File: src/rtl/rxcf_pkg.sv
package rxcf_pkg;
  localparam int unsigned MIN_FRAME = 64;

  typedef struct packed {
    logic       err;
    logic       eof;
    logic       sof;
    logic [7:0] data;
  } rxcf_ent_t;

  // release threshold in bytes for a threshold code
  function automatic logic [7:0] thr_bytes(input logic [1:0] code);
    case (code)
      2'b00:   return 8'd64;
      2'b01:   return 8'd32;
      2'b10:   return 8'd96;
      default: return 8'd128;
    endcase
  endfunction

  // saturating frame length step
  function automatic logic [7:0] len_step(input logic [7:0] len);
    return (len == 8'hFF) ? len : len + 8'd1;
  endfunction
endpackage

File: src/rtl/rxcf_store.sv
module rxcf_store
  import rxcf_pkg::*;
#(
  parameter int DEPTH = 256,
  localparam int AW = $clog2(DEPTH)
) (
  input  logic      clk,
  input  logic      we,
  input  logic [AW-1:0] waddr,
  input  rxcf_ent_t wdata,
  input  logic [AW-1:0] raddr,
  output rxcf_ent_t rdata
);
  rxcf_ent_t mem [DEPTH];

  always_ff @(posedge clk) begin
    if (we) mem[waddr] <= wdata;
  end

  assign rdata = mem[raddr];
endmodule

File: src/rtl/rxcf_verdict.sv
module rxcf_verdict
  import rxcf_pkg::*;
(
  input  logic [7:0] frame_len,
  input  logic       frame_err,
  input  logic       released,
  input  logic       fwd_small,
  input  logic       fwd_err,
  output logic       discard,
  output logic       mark_err
);
  logic small_bad, err_bad;

  always_comb begin
    small_bad = (frame_len < 8'(MIN_FRAME)) && !fwd_small;
    err_bad   = frame_err && !fwd_err;
    discard   = !released && (small_bad || err_bad);
    mark_err  = frame_err || small_bad;
  end
endmodule

File: src/rtl/rxcf_sat_cnt.sv
module rxcf_sat_cnt #(
  parameter int W = 16
) (
  input  logic         clk,
  input  logic         rst_n,
  input  logic         inc,
  output logic [W-1:0] count
);
  localparam logic [W-1:0] MAXV = '1;

  always_ff @(posedge clk or negedge rst_n) begin
    if (!rst_n)                    count <= '0;
    else if (inc && count != MAXV) count <= count + 1'b1;
  end

  a_r7_step: assert property (@(posedge clk) disable iff (!rst_n)
    inc && count != MAXV |=> count == $past(count) + 1'b1);
  a_r7_hold: assert property (@(posedge clk) disable iff (!rst_n)
    !inc || count == MAXV |=> $stable(count));
endmodule

File: src/rtl/rx_cutthru_fifo.sv
module rx_cutthru_fifo
  import rxcf_pkg::*;
#(
  parameter int DEPTH = 256,
  parameter int CNT_W = 16
) (
  input  logic             clk,
  input  logic             rst_n,
  input  logic             in_valid,
  input  logic             in_sof,
  input  logic             in_eof,
  input  logic             in_err,
  input  logic [7:0]       in_data,
  input  logic [1:0]       thr_code,
  input  logic             fwd_small,
  input  logic             fwd_err,
  input  logic             out_ready,
  output logic             out_valid,
  output logic [7:0]       out_data,
  output logic             out_sof,
  output logic             out_eof,
  output logic             out_err,
  output logic [CNT_W-1:0] drop_count
);
  localparam int AW = $clog2(DEPTH);
  localparam int PW = AW + 1;
  localparam logic [PW-1:0] FULL = PW'(DEPTH);
  localparam logic [PW-1:0] LAST = PW'(DEPTH - 1);

  logic [PW-1:0] wr_ptr, rd_ptr, vis_ptr, frm_start;
  logic [7:0]    len_q;
  logic          released_q, skip_q;

  // per-byte view of the frame being written
  logic [7:0]    new_len;
  logic [PW-1:0] base_start, occ;
  logic          strm, skip_now, take, ovf;
  logic          evt_drop_ovf, evt_trunc, evt_end, evt_drop_end, evt_drop;
  logic          evt_release, evt_commit, evt_write, evt_pop;
  logic          discard, mark_err;
  rxcf_ent_t     wdata, rdata;

  assign new_len    = in_sof ? 8'd1 : len_step(len_q);
  assign base_start = in_sof ? wr_ptr : frm_start;
  assign strm       = in_sof ? 1'b0 : released_q;
  assign skip_now   = in_sof ? 1'b0 : skip_q;
  assign occ        = wr_ptr - rd_ptr;
  assign take       = in_valid && !skip_now;
  assign ovf        = (occ == FULL) || (occ == LAST && !in_eof);

  assign evt_drop_ovf = take && ovf && !strm;
  assign evt_trunc    = take && ovf && strm;
  assign evt_end      = take && !ovf && in_eof;
  assign evt_drop_end = evt_end && discard;
  assign evt_drop     = evt_drop_ovf || evt_drop_end;
  assign evt_release  = take && !ovf && !in_eof &&
                        (strm || new_len == thr_bytes(thr_code));
  assign evt_commit   = evt_trunc || (evt_end && !discard) || evt_release;
  assign evt_write    = take && !evt_drop;
  assign evt_pop      = out_valid && out_ready;

  rxcf_verdict u_verdict (
    .frame_len (new_len),
    .frame_err (in_err),
    .released  (strm),
    .fwd_small (fwd_small),
    .fwd_err   (fwd_err),
    .discard   (discard),
    .mark_err  (mark_err)
  );

  always_comb begin
    wdata.data = in_data;
    wdata.sof  = in_sof;
    wdata.eof  = in_eof || evt_trunc;
    wdata.err  = evt_trunc || (in_eof && mark_err);
  end

  rxcf_store #(.DEPTH(DEPTH)) u_store (
    .clk   (clk),
    .we    (evt_write),
    .waddr (wr_ptr[AW-1:0]),
    .wdata (wdata),
    .raddr (rd_ptr[AW-1:0]),
    .rdata (rdata)
  );

  rxcf_sat_cnt #(.W(CNT_W)) u_drops (
    .clk   (clk),
    .rst_n (rst_n),
    .inc   (evt_drop),
    .count (drop_count)
  );

  always_ff @(posedge clk or negedge rst_n) begin
    if (!rst_n) begin
      wr_ptr     <= '0;
      rd_ptr     <= '0;
      vis_ptr    <= '0;
      frm_start  <= '0;
      len_q      <= '0;
      released_q <= 1'b0;
      skip_q     <= 1'b0;
    end else begin
      if (evt_pop) rd_ptr <= rd_ptr + 1'b1;
      if (take) begin
        frm_start <= base_start;
        len_q     <= new_len;
        skip_q    <= evt_drop_ovf || evt_trunc;
        if (evt_drop) begin
          wr_ptr     <= base_start;
          released_q <= 1'b0;
        end else begin
          wr_ptr     <= wr_ptr + 1'b1;
          released_q <= evt_release;
        end
        if (evt_commit) vis_ptr <= wr_ptr + 1'b1;
      end
    end
  end

  assign out_valid = rd_ptr != vis_ptr;
  assign out_data  = rdata.data;
  assign out_sof   = rdata.sof;
  assign out_eof   = rdata.eof;
  assign out_err   = rdata.err;

  // presented byte holds under back-pressure
  a_r9_hold: assert property (@(posedge clk) disable iff (!rst_n)
    out_valid && !out_ready |=> out_valid && $stable(out_data) &&
                                $stable(out_eof) && $stable(out_sof));
  // a release makes data readable next cycle
  a_r2_release: assert property (@(posedge clk) disable iff (!rst_n)
    evt_release |=> out_valid);
  // a removal leaves nothing pending beyond the visible point
  a_r8_rewind: assert property (@(posedge clk) disable iff (!rst_n)
    evt_drop |=> wr_ptr == vis_ptr);
  // a released frame is never removed at its end
  a_r6_keep: assert property (@(posedge clk) disable iff (!rst_n)
    evt_drop_end |-> !(released_q && !in_sof));
  // occupancy never exceeds the storage
  a_r8_bound: assert property (@(posedge clk) disable iff (!rst_n)
    (wr_ptr - rd_ptr) <= FULL && (vis_ptr - rd_ptr) <= FULL);
endmodule

File: config.mk
export PLATFORM = sky130hd
export DESIGN_NAME = rx_cutthru_fifo
export DESIGN_NICKNAME = d
export VERILOG_FILES = /design/src/rtl/rxcf_pkg.sv /design/src/rtl/rxcf_store.sv /design/src/rtl/rxcf_verdict.sv /design/src/rtl/rxcf_sat_cnt.sv /design/src/rtl/rx_cutthru_fifo.sv
export SDC_FILE = /design/constraint.sdc
export NUM_CORES = 2
export LEC_CHECK = 0
export ABC_AREA = 1
export BUFFER_PORTS_ARGS = -buffer_cell sky130_fd_sc_hd__buf_2
export CAP_MARGIN = 20
export CORE_ASPECT_RATIO = 1.25
export CORE_MARGIN = 2
export CORE_UTILIZATION = 53
export CTS_CLUSTER_DIAMETER = 120
export DETAILED_ROUTE_END_ITERATION = 10
export PLACE_DENSITY = 0.79
export SLEW_MARGIN = 20
export SYNTH_ARGS = -nofsm -noshare
export SYNTH_HDL_FRONTEND = slang
export SYNTH_SLANG_ARGS = --single-unit
File: constraint.sdc
create_clock -name clk -period 18.7 [get_ports clk]
set_input_delay 1.87 -clock clk [delete_from_list [all_inputs] [get_ports clk]]
set_output_delay 1.87 -clock clk [all_outputs]
set_load 0.02 [all_outputs]
# After elaboration in Yosys (flattened, before gate mapping)
# Memories as Yosys holds them, arrays and structs flattened.
# Cells that the tools add are included.
[classes]
n_eq_ne = 8
reduce_logical = 38
muxes = 10
magnitude_cmp = 1
n_addsub = 5
[op_table]
columns = ["cell", "n"]
rows = [
  ["one-hot mux 8 bit (3 select lines)", 1],
  ["adder 9 x 1 -> 9 bit (second input constant)", 2],
  ["logical AND 1 bit", 18],
  ["2-to-1 mux 9 bit", 2],
  ["adder 16 x 1 -> 16 bit (second input constant)", 1],
  ["2-to-1 mux 8 bit", 2],
  ["inequality test 16 bit (second input constant)", 1],
  ["logical OR 1 bit", 10],
  ["equality test 9 x 8 -> 1 bit (second input constant)", 1],
  ["equality test 9 bit (second input constant)", 1],
  ["inequality test 9 bit", 1],
  ["subtractor 9 bit", 1],
  ["adder 8 x 1 -> 8 bit (second input constant)", 1],
  ["equality test 8 bit", 1],
  ["equality test 8 bit (second input constant)", 1],
  ["logical NOT 1 bit", 8],
  ["less-than comparator 8 x 7 -> 1 bit (second input constant)", 1],
  ["2-to-1 mux 1 bit", 5],
  ["equality test 2 x 1 -> 1 bit (second input constant)", 1],
  ["equality test 2 bit (second input constant)", 1],
  ["logical NOT 2 bit", 1],
  ["AND reduction 2 bit", 1],
]
[word_totals]
memories = 1
output_inout_bits = 28
ramBits = 2816
ff_bits = 62
in_bits = 19
[memory_table]
columns = ["name", "words", "word_bits", "read_ports", "rd_ports_with_merged_regs", "write_ports", "line", "text"]
rows = [
  ["u_store.mem", 256, 11, 1, 0, 1, "rxcf_store.sv:14", "rxcf_ent_t mem [DEPTH];"],
]

# Depth between registers and ports, before layout
[logic_depth]
ltp_word = 13
mapped_depth = 22

# Cells and area by module
# A second synthesis with hierarchy kept.
[unflattened]
cells_unflattened = 10116
hier_area_um2 = 119044.2
[modules_own_cells]
columns = ["mod", "area_per_inst_um2", "cells_each", "n_inst", "seq_area_each_um2"]
rows = [
  ["rxcf_store", 114619.9, 9472, 1, 84561.1],
  ["rx_cutthru_fifo", 3353.2, 490, 1, 1151.1],
  ["rxcf_sat_cnt", 1036.0, 146, 1, 400.4],
  ["rxcf_verdict", 35.0, 8, 1, 0.0],
]

# Worst setup path after synthesis
# Ideal clock, no wire load.
[synth_path]
path_kind = "input port to flip-flop"
start = "input in_sof"
end = "memory u_store.mem[0][10] (netlist name) (data pin)"
path_buffers = 0
required_time_ns = 16.512
setup_ns = 2.188
path_slack_ns = 4.238
arrival_ns = 12.275
stages = 6
cell_sequence = "clkinv_1 nand3_1 nand2_1 inv_1 a21oi_1 o21ai_0"
[synth_rtl]
columns = ["item", "line", "text"]
rows = [
  ["from (decl)", "rx_cutthru_fifo.sv:10", "input logic in_sof,"],
  ["to (decl)", "rxcf_store.sv:14", ""],
]

# Worst setup path after layout
[layout_path]
start = "register rd_ptr[0]"
end = "output out_data[3]"
[layout_between]
elab_chain_len = 1
[layout_lines]
columns = ["item", "line", "text"]
rows = [
  ["from (decl)", "rx_cutthru_fifo.sv:30", "logic [PW-1:0] wr_ptr, rd_ptr, vis_ptr, frm_start;"],
  ["from (signal assigned)", "rx_cutthru_fifo.sv:105", "if (evt_pop) rd_ptr <= rd_ptr + 1'b1;"],
  ["memory (256 x 11 bit)", "n/a", ""],
  ["to (decl)", "rx_cutthru_fifo.sv:19", "output logic [7:0] out_data,"],
]
# Every way passes these cells.

==> results.yml <==
status:
  status: "finished clean"
synth:
  synth_area_um2: 115500
  synthTopCellsByCount: "edfxtp_1 (2816), nor2_1 (1905), o21ai_0 (1454), nand2_1 (648), clkbuf_1 (495)"
  synth.most_common_cell: "edfxtp_1"
  syn_inst: 9146
  synth_area_leaders: "edfxtp_1 (73%), o21ai_0 (6.3%), nor2_1 (6.2%), nand2_1 (2.1%), o22ai_1 (2.1%)"
  async_reset_ff_share_pct: 2.154
  yosysTopAreaCellShare_pct: 73.19
  ys.flop_type: "edfxtp_1"
  synth-seq-cells: 2878
  syn_nets: 9185
  ys_types: 38
  syn_area_per_cell_um2: 12.63
  yosysSeqAreaShare_pct: 74.53
  ys_warn_count: 0
  synth_top_cell_by_area: "edfxtp_1"
  synth_edf_count: 2816
clock_tree:
  clk_pin_slew_worst_paths_ps: 60
  htree_levels: 4
  cts_sinks: 2878
  root_buffer: "clkbuf_16"
  numCtsBuffers: 247
  cts_setup_buffers: 0
  post_cts_resized: 0
  hold_buffers: 0
  clockBufferDepth: 4
  tritoncts: "done"
  insertion_delay_ps: 930
die:
  dieHeight_um: 526
  ioPinCount: 47
  num_rows: 191
  fp.dieW_um: 421.6
  fp.coreArea_um2: 216800
  die_area_um2: 221800
  start_util_pct: 53.30
setup_path:
  crit_path_end_kind: "output port"
  crit_path_start: "rd_ptr[0]"
  reg2reg_from: "rd_ptr[1]"
  worstPathArrival_ps: 7500
  worstSetupStartpointType: "flop"
  crit_fanout: 245
  crit_type: "reg -> out"
  worstPathRequired_ps: 16830
  ff2ff_path_depth: 16
place:
  numPortBuffers: 46
  place.gp.congestion: 0.9100
  dp_cells: 11570
  place_area_um2: 118200
  hpwlAfterDp_um: 168600
  post-place-ws_ps: 10570
global_routing:
  grtUsageMet1_pct: 34.33
  first_global_vias: 75350
  grt_max_degree: 246
  grt_busiest_layer: "met2"
  met2_usage_pct: 43.99
  grt_overflow: 0
  grt_usage_pct: 27.46
  antenna_found_initial: 6
  grt_use_met3_pct: 6.054
  grt_pass1_wl_um: 463100
timing:
  setup_tns_ps: 0
  finalCriticalPeriod_ps: 9373
  finalMaxSlewViolations: 0
  slew_headroom_pct: 16.20
  worst_slack_ps: 9327
  fmax_ghz: 0.1067
  setup_viol: 0
  tightest_slew_ps: 1256
  rsz0062_at_grt: "false"
  finClkSkew_ps: 52.53
  finalHoldViolCount: 0
  holdWs_ps: 489.7
  fin_crit_sh_pct: 50.12
worst_hold_path:
  min_from: "frm_start[1]"
  min_path_cells: 2
  hp-class: "reg -> reg"
pwr:
  peakVddDrop_mv: 0.1695
  powerDensity_nw_per_um2: 150.1
  fin_total_pwr_mw: 18.98
  leakagePower_nw: 40.24
cells_and_area:
  final_area_um2: 126500
  fin_cells: 12040
  fin_util_pct: 58.34
  drive_gt1_share_pct: 8.269
  area_delta_synth_final_pct: 9.454
  nets: 8970
  multi_input_area_um2: 26750
  fillers: 15790
  register_area_um2: 86130
drt:
  ant_nets: 0
  num_vias: 78100
  wl_per_cell_um: 26.09
  drt-initial-drc-count: 13340
  wirelength_um: 313900
  dr.pass1.iters: 6
  route.detailed.vias_per_inst: 6.489
  drc_errors: 0
run:
  max_cap_viol_count: 0
-- path summary, 6_finish.rpt --
kind / slack [ps] / endpoint
worst min-delay path: 490 / frm_start[1]
max in group asynchronous: 16880 / rd_ptr[2]
worst max-delay path: 9330 / out_data[3]
worst min register to register: 490 / frm_start[1]
min in group asynchronous: 1170 / len_q[0]
worst max register to register: 12130 / u_store.mem[13][6]
-- cells by family (layout without fill, tap and decap cells) --
group | Yosys count | in the layout | share of synthesized area [%]
buffers and inverters | 752 | 737 | 2.623
AND/OR/NAND/NOR | 3149 | 3149 | 11.10
adder cells (fa/ha/maj) | 20 | 20 | 0.2231
other | 0 | 9 | 0
flip-flops | 2878 | 2878 | 74.53
XOR/XNOR | 35 | 35 | 0.2653
AO/OA/AOI/OAI | 2312 | 2312 | 11.26
-- layout by cell type, fill, tap and decap left out, types with 122 or more instances in the layout --
cell / synthesis / final
nor2_2: 56 / 151
o21ai_0: 1454 / 1453
a21oi_1: 124 / 124
o211ai_1: 281 / 281
nand3_1: 464 / 456
edfxtp_1: 2816 / 2816
nor2_1: 1905 / 1809
buf_4: 0 / 122
o22ai_1: 384 / 384
clkbuf_16: 0 / 250
nand2_1: 648 / 640
-- worst max-delay path, cell delays in order, from the launching register on --
cell and delay (ps):
dfrtp_4 850, buf_4 830, buf_12 740, buf_4 800, buf_4 940, o21ai_0 300
o22ai_1 250, a21oi_1 90, nand3_1 120, nand3_1 140, nand3_1 120, nand3_1 380
nand2_1 500, buf_2 240
-- routing by layer --
layer / part of all wire (%) / vias up
met3: 13 / 1047
met5: 0.0022 / -
li1: - / 33150
met1: 34 / 37960
met2: 48 / 5947
met4: 6.0 / 2
-- layout make-up --
class	instances	area share, %
multi-input cells	5516	21.15
clock inverters	137	1.099
inverters	106	0.3414
flip-flops and latches	2878	68.11
clock buffers	312	5.226
well taps	2895	2.864
diodes	9	0.01781
repair buffers	182	1.191
-- state kept, by name, summed over array words and instances, names as in the netlist --
register / flops
u_drops.count: 16
rd_ptr: 9
frm_start: 9
skip_q: 1
u_store.mem: 2816
vis_ptr: 9
wr_ptr: 9
released_q: 1
len_q: 8
-- power breakdown --
group / total, mW / internal, mW / switching [mW]
Combinational: 6.55 / 1.64 / 4.92
Sequential: 7.30 / 7.16 / 0.132
Clock: 5.13 / 2.85 / 2.28
Total: 19.0 / 11.7 / 7.33
Power figures use the tool's default switching activity.
